===== src/rtl/eq_sleep_pkg.sv =====
package eq_sleep_pkg;
  typedef enum logic [1:0] {
    SLP_NEVER = 2'b00,
    SLP_AUTO  = 2'b01,
    SLP_FORCE = 2'b10,
    SLP_RSVD  = 2'b11
  } slp_mode_e;
endpackage


===== src/rtl/sig_sync.sv =====
module sig_sync #(
  parameter int unsigned STAGES = 2
) (
  input  logic clk_i,
  input  logic rst_ni,
  input  logic d_i,
  output logic q_o
);
  logic [STAGES-1:0] pipe_q;

  generate
    if (STAGES == 1) begin : g_one
      always_ff @(posedge clk_i or negedge rst_ni)
        if (!rst_ni) pipe_q <= '0;
        else         pipe_q <= d_i;
    end else begin : g_multi
      always_ff @(posedge clk_i or negedge rst_ni)
        if (!rst_ni) pipe_q <= '0;
        else         pipe_q <= {pipe_q[STAGES-2:0], d_i};
    end
  endgenerate

  assign q_o = pipe_q[STAGES-1];
endmodule


===== src/rtl/los_timer.sv =====
module los_timer #(
  parameter int unsigned LOS_TICKS = 150
) (
  input  logic clk_i,
  input  logic rst_ni,
  input  logic tick_i,
  input  logic sig_i,
  output logic expired_o
);
  localparam int unsigned CNT_W = (LOS_TICKS < 2) ? 1 : $clog2(LOS_TICKS + 1);
  localparam logic [CNT_W-1:0] LAST = CNT_W'(LOS_TICKS - 1);

  logic [CNT_W-1:0] cnt_q;
  logic             exp_q;

  // Starts expired: no signal has been seen since reset.
  always_ff @(posedge clk_i or negedge rst_ni) begin
    if (!rst_ni) begin
      cnt_q <= '0;
      exp_q <= 1'b1;
    end else if (sig_i) begin
      cnt_q <= '0;
      exp_q <= 1'b0;
    end else if (tick_i && !exp_q) begin
      if (cnt_q == LAST) begin
        cnt_q <= '0;
        exp_q <= 1'b1;
      end else begin
        cnt_q <= cnt_q + 1'b1;
      end
    end
  end

  assign expired_o = exp_q;
endmodule


===== src/rtl/pwr_mute_ctrl.sv =====
module pwr_mute_ctrl
  import eq_sleep_pkg::*;
(
  input  logic       clk_i,
  input  logic       rst_ni,
  input  logic [1:0] sleep_mode_i,
  input  logic       mute_i,
  input  logic       sig_i,
  input  logic       expired_i,
  output logic       pwr_en_o,
  output logic       out_mute_o
);
  slp_mode_e mode;
  logic      pwr_d;

  assign mode = slp_mode_e'(sleep_mode_i);

  always_comb begin
    unique case (mode)
      SLP_AUTO:  pwr_d = sig_i | ~expired_i;
      SLP_FORCE: pwr_d = 1'b0;
      default:   pwr_d = 1'b1;
    endcase
  end

  always_ff @(posedge clk_i or negedge rst_ni) begin
    if (!rst_ni) begin
      pwr_en_o   <= 1'b0;
      out_mute_o <= 1'b0;
    end else begin
      pwr_en_o   <= pwr_d;
      out_mute_o <= mute_i & pwr_d;  // sleep wins over mute
    end
  end
endmodule


===== src/rtl/eq_sleep_ctrl.sv =====
module eq_sleep_ctrl #(
  parameter int unsigned LOS_TICKS   = 150,  // 1..200 microsecond ticks
  parameter int unsigned SYNC_STAGES = 2
) (
  input  logic       clk_i,
  input  logic       rst_ni,
  input  logic       tick_i,
  input  logic [1:0] sleep_mode_i,
  input  logic       mute_i,
  input  logic       sig_raw_i,
  output logic       pwr_en_o,
  output logic       out_mute_o,
  output logic       cd_stat_o,
  output logic       cd_n_o
);
  logic sig_s;
  logic los_exp;

  sig_sync #(.STAGES(SYNC_STAGES)) u_sync (
    .clk_i (clk_i),
    .rst_ni(rst_ni),
    .d_i   (sig_raw_i),
    .q_o   (sig_s)
  );

  los_timer #(.LOS_TICKS(LOS_TICKS)) u_timer (
    .clk_i    (clk_i),
    .rst_ni   (rst_ni),
    .tick_i   (tick_i),
    .sig_i    (sig_s),
    .expired_o(los_exp)
  );

  pwr_mute_ctrl u_ctrl (
    .clk_i       (clk_i),
    .rst_ni      (rst_ni),
    .sleep_mode_i(sleep_mode_i),
    .mute_i      (mute_i),
    .sig_i       (sig_s),
    .expired_i   (los_exp),
    .pwr_en_o    (pwr_en_o),
    .out_mute_o  (out_mute_o)
  );

  assign cd_stat_o = sig_s;
  assign cd_n_o    = ~sig_s;
endmodule


===== config.mk =====
export PLATFORM = sky130hd
export DESIGN_NAME = eq_sleep_ctrl
export DESIGN_NICKNAME = d
export VERILOG_FILES = /design/src/rtl/eq_sleep_pkg.sv /design/src/rtl/sig_sync.sv /design/src/rtl/los_timer.sv /design/src/rtl/pwr_mute_ctrl.sv /design/src/rtl/eq_sleep_ctrl.sv
export SDC_FILE = /design/constraint.sdc
export NUM_CORES = 1
export LEC_CHECK = 0
export BUFFER_PORTS_ARGS = -buffer_cell sky130_fd_sc_hd__clkbuf_2
export CORE_MARGIN = 4
export CORE_UTILIZATION = 40
export CTS_CLUSTER_SIZE = 8
export DETAILED_ROUTE_END_ITERATION = 8
export PLACE_DENSITY = 0.61
export SYNTH_ARGS = -nofsm -noshare
export SYNTH_HDL_FRONTEND = slang
export SYNTH_SLANG_ARGS = --single-unit

===== constraint.sdc =====
create_clock -name clk_i -period 1.2 [get_ports clk_i]
set_input_delay 0.12 -clock clk_i [delete_from_list [all_inputs] [get_ports clk_i]]
set_output_delay 0.12 -clock clk_i [all_outputs]
set_load 0.1 [all_outputs]

Yosys cells after proc, flatten, opt, wreduce, memory -nomap -nowiden
Cells that the tools add are included.
- register bits: 13
- input bits: 7
- output and inout bits: 4
- word-level logic and storage cells: 25
- eq/ne operators: 3
- muxes and demuxes: 7
- add/sub/neg operators: 1
- bitwise logic cells: 4
- reduce and logical (&&, ||, !) cells: 5
- operators by type and width (operator ; number):
    8-bit 2-to-1 mux ; 3
    8-bit by 1-bit adder with 8-bit output, second input constant ; 1
    8-bit == test, second input constant ; 1
    2-bit nonzero test ; 2
    1-bit 2-to-1 mux ; 3
    2-bit by 1-bit == test with 1-bit output, second input constant ; 1
    2-bit == test, second input constant ; 1
    1-bit NOT ; 2
    1-bit one-hot mux with 2 select lines ; 1
    2-bit AND reduction ; 1
    1-bit AND ; 1
    1-bit logical AND ; 1
    1-bit logical NOT ; 1
    1-bit bitwise OR ; 1

Logic depth before layout (Yosys ltp)
Gate-level depths: netlist (run 1).
- depth after elaboration: 4
- gate-level depth with buffers: 6

Cells and area by module
From an unflattened synthesis (run 1), not the netlist that was laid out.
- cell total of the unflattened synthesis: 58
- area, all modules: 663.1 µm²
- modules (own cells, without submodules) (module ; cells each ; area each (µm²) ; instances):
    los_timer ; 49 ; 524.3 ; 1
    pwr_mute_ctrl ; 6 ; 85.1 ; 1
    sig_sync ; 2 ; 50.0 ; 1
    eq_sleep_ctrl ; 1 ; 3.8 ; 1

Worst setup path before layout (run 1)
Ideal clock, no wire load.
- path type: register to register
- from: register u_sync.pipe_q[1]
- to: register u_timer.cnt_q[5]
- path slack: -1.072 ns
- data required time: 1.081 ns
- setup time: 0.119 ns
- arrival: 2.153 ns
- path buffers: 1
- stages on the path, launching flop included: 6
- path through: dfrtp_1 buf_2 inv_1 a211oi_2 xnor2_1 nor2_2
- cells in the longest elaborated chain, start to end: 1
- elaborated cells between the ends (all ways): 2
- ends and longest elaborated chain (element ; RTL line ; source):
    start, declared ; sig_sync.sv:9 ; logic [STAGES-1:0] pipe_q;
    start signal, assigned ; sig_sync.sv:19 ; else pipe_q <= {pipe_q[STAGES-2:0], d_i};
    8-bit 2-to-1 mux / 2-bit nonzero test (equally long branches) ; - ;
    end signal, assigned ; los_timer.sv:29 ; cnt_q <= cnt_q + 1'b1;
    end, declared ; los_timer.sv:13 ; logic [CNT_W-1:0] cnt_q;
Parallel ways exist; a longest one is shown, timed or not.
A chain may end at the register's enable or synchronous reset.

Worst setup path in the final report (run 1)
- from: register u_timer.cnt_q[5]
- to: register u_timer.cnt_q[4]
- cells in the longest elaborated chain, start to end: 4
- ends and longest elaborated chain (element ; RTL line ; source):
    8-bit == test ; los_timer.sv:25 ; if (cnt_q == LAST) begin
    8-bit 2-to-1 mux ; los_timer.sv:25 ;
    8-bit 2-to-1 mux ; los_timer.sv:24 ; end else if (tick_i && !exp_q) begin
    8-bit 2-to-1 mux ; los_timer.sv:21 ; end else if (sig_i) begin
No other way between the ends. The select of a mux whose other input is x is not followed.

==> flow_metrics.tcl, run 1 <==
set metrics [dict create \
    grt.total_usage_pct 14.5 \
    viasPerCell 5.01 \
    synth_top_area_share_pct 46.1 \
    final_layout_size_suffix_gt1_share_pct 57.9 \
    grt_pass1_vias 588 \
    syn_area_um2 652 \
    min_path_type "input port to register" \
    synth-edff-count 0 \
    start_util_pct 42.8 \
    worstSkewPairLatency_ps 290 \
    rrSetupSlack_ps -160 \
    fin_crit_sh_pct 113 \
    die_w_um 48.4 \
    instances_no_fill 111 \
    fillerInstances 103 \
    preCtsSetupSlack_ps -141 \
    end_kind "register" \
    cts_root_buf "clkbuf_4" \
    yosys.area.top_type "dfrtp_1" \
    dr_total_vias 556 \
    grt_max_degree 14 \
    die_height_um 48.4 \
    min_period_ps 1360 \
    io_pins 11 \
    r2r-start "u_timer.cnt_q[5]" \
    post-route-drc-count 0 \
    cts_tree "built" \
    cp-endpoint "u_timer.cnt_q[4]" \
    skew_ps 6.60 \
    rsz0062_at_grt "yes" \
    clockBufferDepth 2 \
    r2r_cells 4 \
    gr-total-overflow 0 \
    numCtsBuffers 3 \
    synthFlopType "dfrtp_1" \
    p_per_area_mw_per_mm2 889 \
    place.gp.congestion 0.706 \
    dp_cells 94 \
    drtIter0Drc 13 \
    outcome "complete, but fails checks" \
    grt_pass1_wl_um 2640 \
    syn_area_per_cell_um2 11.0 \
    ctsHtreeMaxLevel 1 \
    hold_viol_final 0 \
    maxSlewViolCount 0 \
    crit_start "u_timer.cnt_q[5]" \
    rows 14 \
    p_leak_nw 0.478 \
    synthesis.nets 68 \
    drv_cap 0 \
    cp-start-kind "register" \
    areaGrowthSynthToFinish_pct 68.1 \
    drt_first_pass_iters 4 \
    synth_warnings 0 \
    slew_headroom_pct 78.4 \
    die_area_mm2 0.00234 \
    core-area_mm2 0.00152 \
    synthCells 59 \
    detail-route-antenna-nets 0 \
    rr_endpoint "u_timer.cnt_q[4]" \
    path_class "register to register" \
    finalWorstSetupSlack_ps -156 \
    hpwl_um 1020 \
    final_cell_mix "15 x buf_4, 10 x dfrtp_1, 6 x clkbuf_2, 6 x buf_6" \
    async_flop_share_pct 100 \
    ys_types 26 \
    final_common_cell "buf_4" \
    path_clk_slew_ps 80 \
    worstPathRequired_ps 1370 \
    max_freq_mhz 738 \
    cts_num_sinks 13 \
    synthTopCellsByArea "dfrtp_1 46%, a21oi_1 4.6%, dfstp_2 4.0%" \
    ys_ff_latch 13 \
    cp_max_fo 5 \
    ir_worst_vdd_mv 0.745 \
    finalSetupViolations 13 \
    routed_wl_um 1680 \
    diodes 0 \
    seq_area_frac_synth_pct 50.1 \
    wl_per_cell_um 15.1 \
    violations "negative setup slack" \
    final_nets 105 \
    grt_antenna_before_repair 0 \
    port_buffers 10 \
    cp.arrival_ps 1530 \
    worstMarginPinSlew_ps 324 \
]
## worst min-delay path by stage
stage	from	end	slack (ps)	depth (start not counted)
global placement	rst_ni	u_timer.cnt_q[5]	30	1
CTS	sleep_mode_i[1]	u_ctrl.pwr_en_o	30	2
floorplan	rst_ni	u_ctrl.out_mute_o	-180	0
global route	mute_i	u_ctrl.out_mute_o	40	2
detailed placement	rst_ni	u_timer.cnt_q[7]	30	1
finish	mute_i	u_ctrl.out_mute_o	50	2
## through the flow
| stage | area, um^2 | setup TNS (ps) | power [mW] | hold WS [ps] | utilization [%] |
|---|---|---|---|---|---|
| 2_1_floorplan | 682 | -2280 | 0.568 | -176 | - |
| 3_3_place_gp | 876 | -645 | 0.647 | 28.9 | 57.5 |
| 3_5_place_dp | 876 | -878 | 0.648 | 32.0 | 57.5 |
| 4_1_cts | 1010 | -801 | 0.952 | 33.3 | 66.0 |
| 5_1_grt | 1100 | -2040 | 1.02 | 40.5 | 71.9 |
| 6_report | 1100 | -1020 | 0.974 | 50.2 | 71.9 |
## report_power, final
group	switching, mW	internal [mW]
clock network	0.150	0.129
logic	0.123	0.103
registers	0.0157	0.452
## flip-flops by register name, indices dropped and copies added, names as in the netlist
name               count
u_timer.cnt_q          8
u_sync.pipe_q          2
u_ctrl.out_mute_o      1
u_ctrl.pwr_en_o        1
u_timer.expired_o      1
## critical path: stages (launching register included)
cell      delay, ps
dfrtp_1         380
nand3b_1        190
nor4_4          320
a21o_1          260
nor2_1           80
## kinds of logic (layout without fill, tap and decap cells)
kind of cell             count (synthesis)  after routing  synth area share (%)
adder cells (fa/ha/maj)                  2              2                  3.84
multiplexers                             1              1                  1.54
AND/OR/NAND/NOR                         22             22                  21.7
flip-flops                              13             13                  50.1
XOR/XNOR                                 4              4                  5.38
buffers and inverters                    5             41                  3.07
AO/OA/AOI/OAI                           12             12                  14.4
## layout make-up
type	instances	area (um^2)	area share [%]
Inverter	4	18.8	1.71
Clock buffer	4	26.3	2.40
Tap cell	16	20.0	1.83
Sequential cell	13	332	30.3
Timing Repair Buffer	33	310	28.3
Multi-Input combinational cell	41	389	35.5
## per-layer routing
metal  routed length [um]  GRT usage, %
met3                   78          2.45
met2                  815          23.9
met4                   55          9.68
met5                    0             0
met1                  728          16.9
## cells in the mapped netlist (2+ instances only)
library cell	n
or3_1	2
a21o_1	2
dfrtp_1	12
a21oi_1	6
nor2_1	4
nand2_1	4
xnor2_1	3
ha_1	2
inv_1	4
nand2b_1	2
a211oi_2	2
nand3b_1	2
## timing repair
item	in CTS	in global routing
gates resized for setup	11	8
hold buffers	2	0
endpoints found under the hold margin	14	0
pin swaps	8	6
endpoints found under the setup margin	11	12
setup buffers	4	7
cloned	0	0
(Power assumes the default switching activity.)
==> run 2, diff against run 1 <==
--- a/config.mk
+++ b/config.mk
@@ -6,11 +6,13 @@
 export NUM_CORES = 1
 export LEC_CHECK = 0
 export BUFFER_PORTS_ARGS = -buffer_cell sky130_fd_sc_hd__clkbuf_2
+export CELL_PAD_IN_SITES_DETAIL_PLACEMENT = 1
+export CELL_PAD_IN_SITES_GLOBAL_PLACEMENT = 1
 export CORE_MARGIN = 4
-export CORE_UTILIZATION = 40
+export CORE_UTILIZATION = 37
 export CTS_CLUSTER_SIZE = 8
 export DETAILED_ROUTE_END_ITERATION = 8
-export PLACE_DENSITY = 0.61
+export PLACE_DENSITY = 0.7
 export SYNTH_ARGS = -nofsm -noshare
 export SYNTH_HDL_FRONTEND = slang
 export SYNTH_SLANG_ARGS = --single-unit
==> flow_metrics.tcl, run 2 (synthesis gave the netlist of run 1 again) <==
set metrics [dict create \
    finalWorstSetupSlack_ps -136 \
    final_nets 101 \
    grt.total_usage_pct 17.1 \
    outcome "complete, but fails checks" \
    max_freq_mhz 749 \
    cts_root_buf "clkbuf_4" \
    routed_wl_um 2080 \
    core-area_mm2 0.00158 \
    r2r-start "u_timer.cnt_q[2]" \
    areaGrowthSynthToFinish_pct 64.3 \
    numCtsBuffers 3 \
    finalSetupViolations 12 \
    p_per_area_mw_per_mm2 909 \
    p_leak_nw 0.460 \
    drt_first_pass_iters 4 \
    grt_max_degree 14 \
    skew_ps 2.11 \
    drtIter0Drc 7 \
    die_w_um 50.0 \
    hold_start "mute_i" \
    viasPerCell 5.35 \
    min_period_ps 1340 \
    hold_viol_final 0 \
    cp-start-kind "register" \
    regMostFlops "u_timer.cnt_q" \
    cts_num_sinks 13 \
    wl_per_cell_um 19.5 \
    diodes 0 \
    rows 14 \
    top_regs "u_timer.cnt_q (8), u_sync.pipe_q (2)" \
    rsz0062_at_grt "yes" \
    ir_worst_vdd_mv 0.619 \
    path_class "register to register" \
    port_buffers 10 \
    clockBufferDepth 2 \
    gr-total-overflow 0 \
    maxSlewViolCount 0 \
    final_cell_mix "12 x buf_4, 10 x dfrtp_1, 6 x clkbuf_2" \
    fin_crit_sh_pct 111 \
    grt_pass1_vias 663 \
    detail-route-antenna-nets 0 \
    drv_cap 0 \
    worstSkewPairLatency_ps 270 \
    slew_headroom_pct 76.7 \
    post-route-drc-count 0 \
    cp.arrival_ps 1500 \
    grt_antenna_before_repair 0 \
    place.gp.congestion 0.799 \
    start_util_pct 41.3 \
    hold_slack_ps 73.2 \
    crit_start "u_timer.cnt_q[2]" \
    worstPathRequired_ps 1360 \
    hpwl_um 1180 \
    dr_total_vias 572 \
    min_path_type "input port to register" \
    io_pins 11 \
    cp_max_fo 4 \
    path_clk_slew_ps 90 \
    violations "negative setup slack" \
    die_height_um 50.0 \
    ctsHtreeMaxLevel 1 \
    die_area_mm2 0.00250 \
    grt_pass1_wl_um 3190 \
    preCtsSetupSlack_ps -151 \
    final_common_cell "buf_4" \
    largest_reg_flops 8 \
    final_layout_size_suffix_gt1_share_pct 57.1 \
    end_kind "register" \
    worstMarginPinSlew_ps 350 \
    cts_tree "built" \
]
[run 2: cell count changes in the layout (fill, tap and decap cells not counted)]
cell      previous run  this run
buf_4               15        12
a21oi_2              4         5
a21oi_1              2         1
buf_6                6         5
nand2b_4             0         1
nand2b_2             1         0
[run 2: routing by layer]
layer	routed length (um)	share of wire, %	global-route usage (%)	vias to the layer above
met5	0	0	0	-
met4	14	0.67	4.15	0
met3	46	2.2	2.71	2
met2	1130	54	32.2	9
met1	890	43	19.8	292
li1	-	-	-	269
[run 2: area by class of cell]
| class | count | area [um^2] |
|---|---|---|
| fill | 159 | 505 |
| multi-input combinational | 41 | 398 |
| sequential | 13 | 332 |
| timing repair buffer | 29 | 277 |
| clock buffer | 4 | 26.3 |
| tap | 16 | 20.0 |
| inverter | 4 | 18.8 |
[run 2: worst max-delay path: stages (launching register included)]
cell and delay (ps):
dfrtp_1 430, nand3b_1 140, nor4_4 330, a21o_1 260
nor2_1 70
[run 2: where the power goes]
| part | switching, mW | leakage, nW | internal, mW |
|---|---|---|---|
| Clock | 0.147 | 0.0150 | 0.128 |
| Combinational | 0.131 | 0.281 | 0.0977 |
| Sequential | 0.0167 | 0.164 | 0.452 |
| Total | 0.295 | 0.460 | 0.679 |
[run 2: repair_timing]
| item | CTS | global route |
|---|---|---|
| setup buffers | 4 | 4 |
| setup endpoints to repair | 12 | 12 |
| resized for setup | 13 | 7 |
| pin swaps | 10 | 6 |
| endpoints found under the hold margin | 13 | 0 |
| hold buffers | 2 | 0 |
[run 2: path summary, 6_finish.rpt]
kind,endpoint,slack (ps),depth (start not counted)
max in group asynchronous,u_timer.expired_o,620,2
worst max register to register,u_timer.cnt_q[3],-140,4
worst min register to register,u_sync.pipe_q[1],370,0
min in group asynchronous,u_timer.cnt_q[2],280,2
worst max-delay path,u_timer.cnt_q[3],-140,4
worst min-delay path,u_ctrl.out_mute_o,70,2
[run 2: per-stage QoR]
stage | total power, mW | instance area (um^2) | TNS (ps) | std cells | util, %
final | 0.973 | 1070 | -1090 | 107 | 67.9
after global routing | 1.04 | 1070 | -2150 | 107 | 67.9
after CTS | 0.956 | 1010 | -815 | 103 | 64.0
after detailed placement | 0.649 | 868 | -957 | 93 | 55.1
after global placement | 0.646 | 868 | -885 | 93 | 55.1
after floorplan | 0.568 | 682 | -2280 | 59 | -
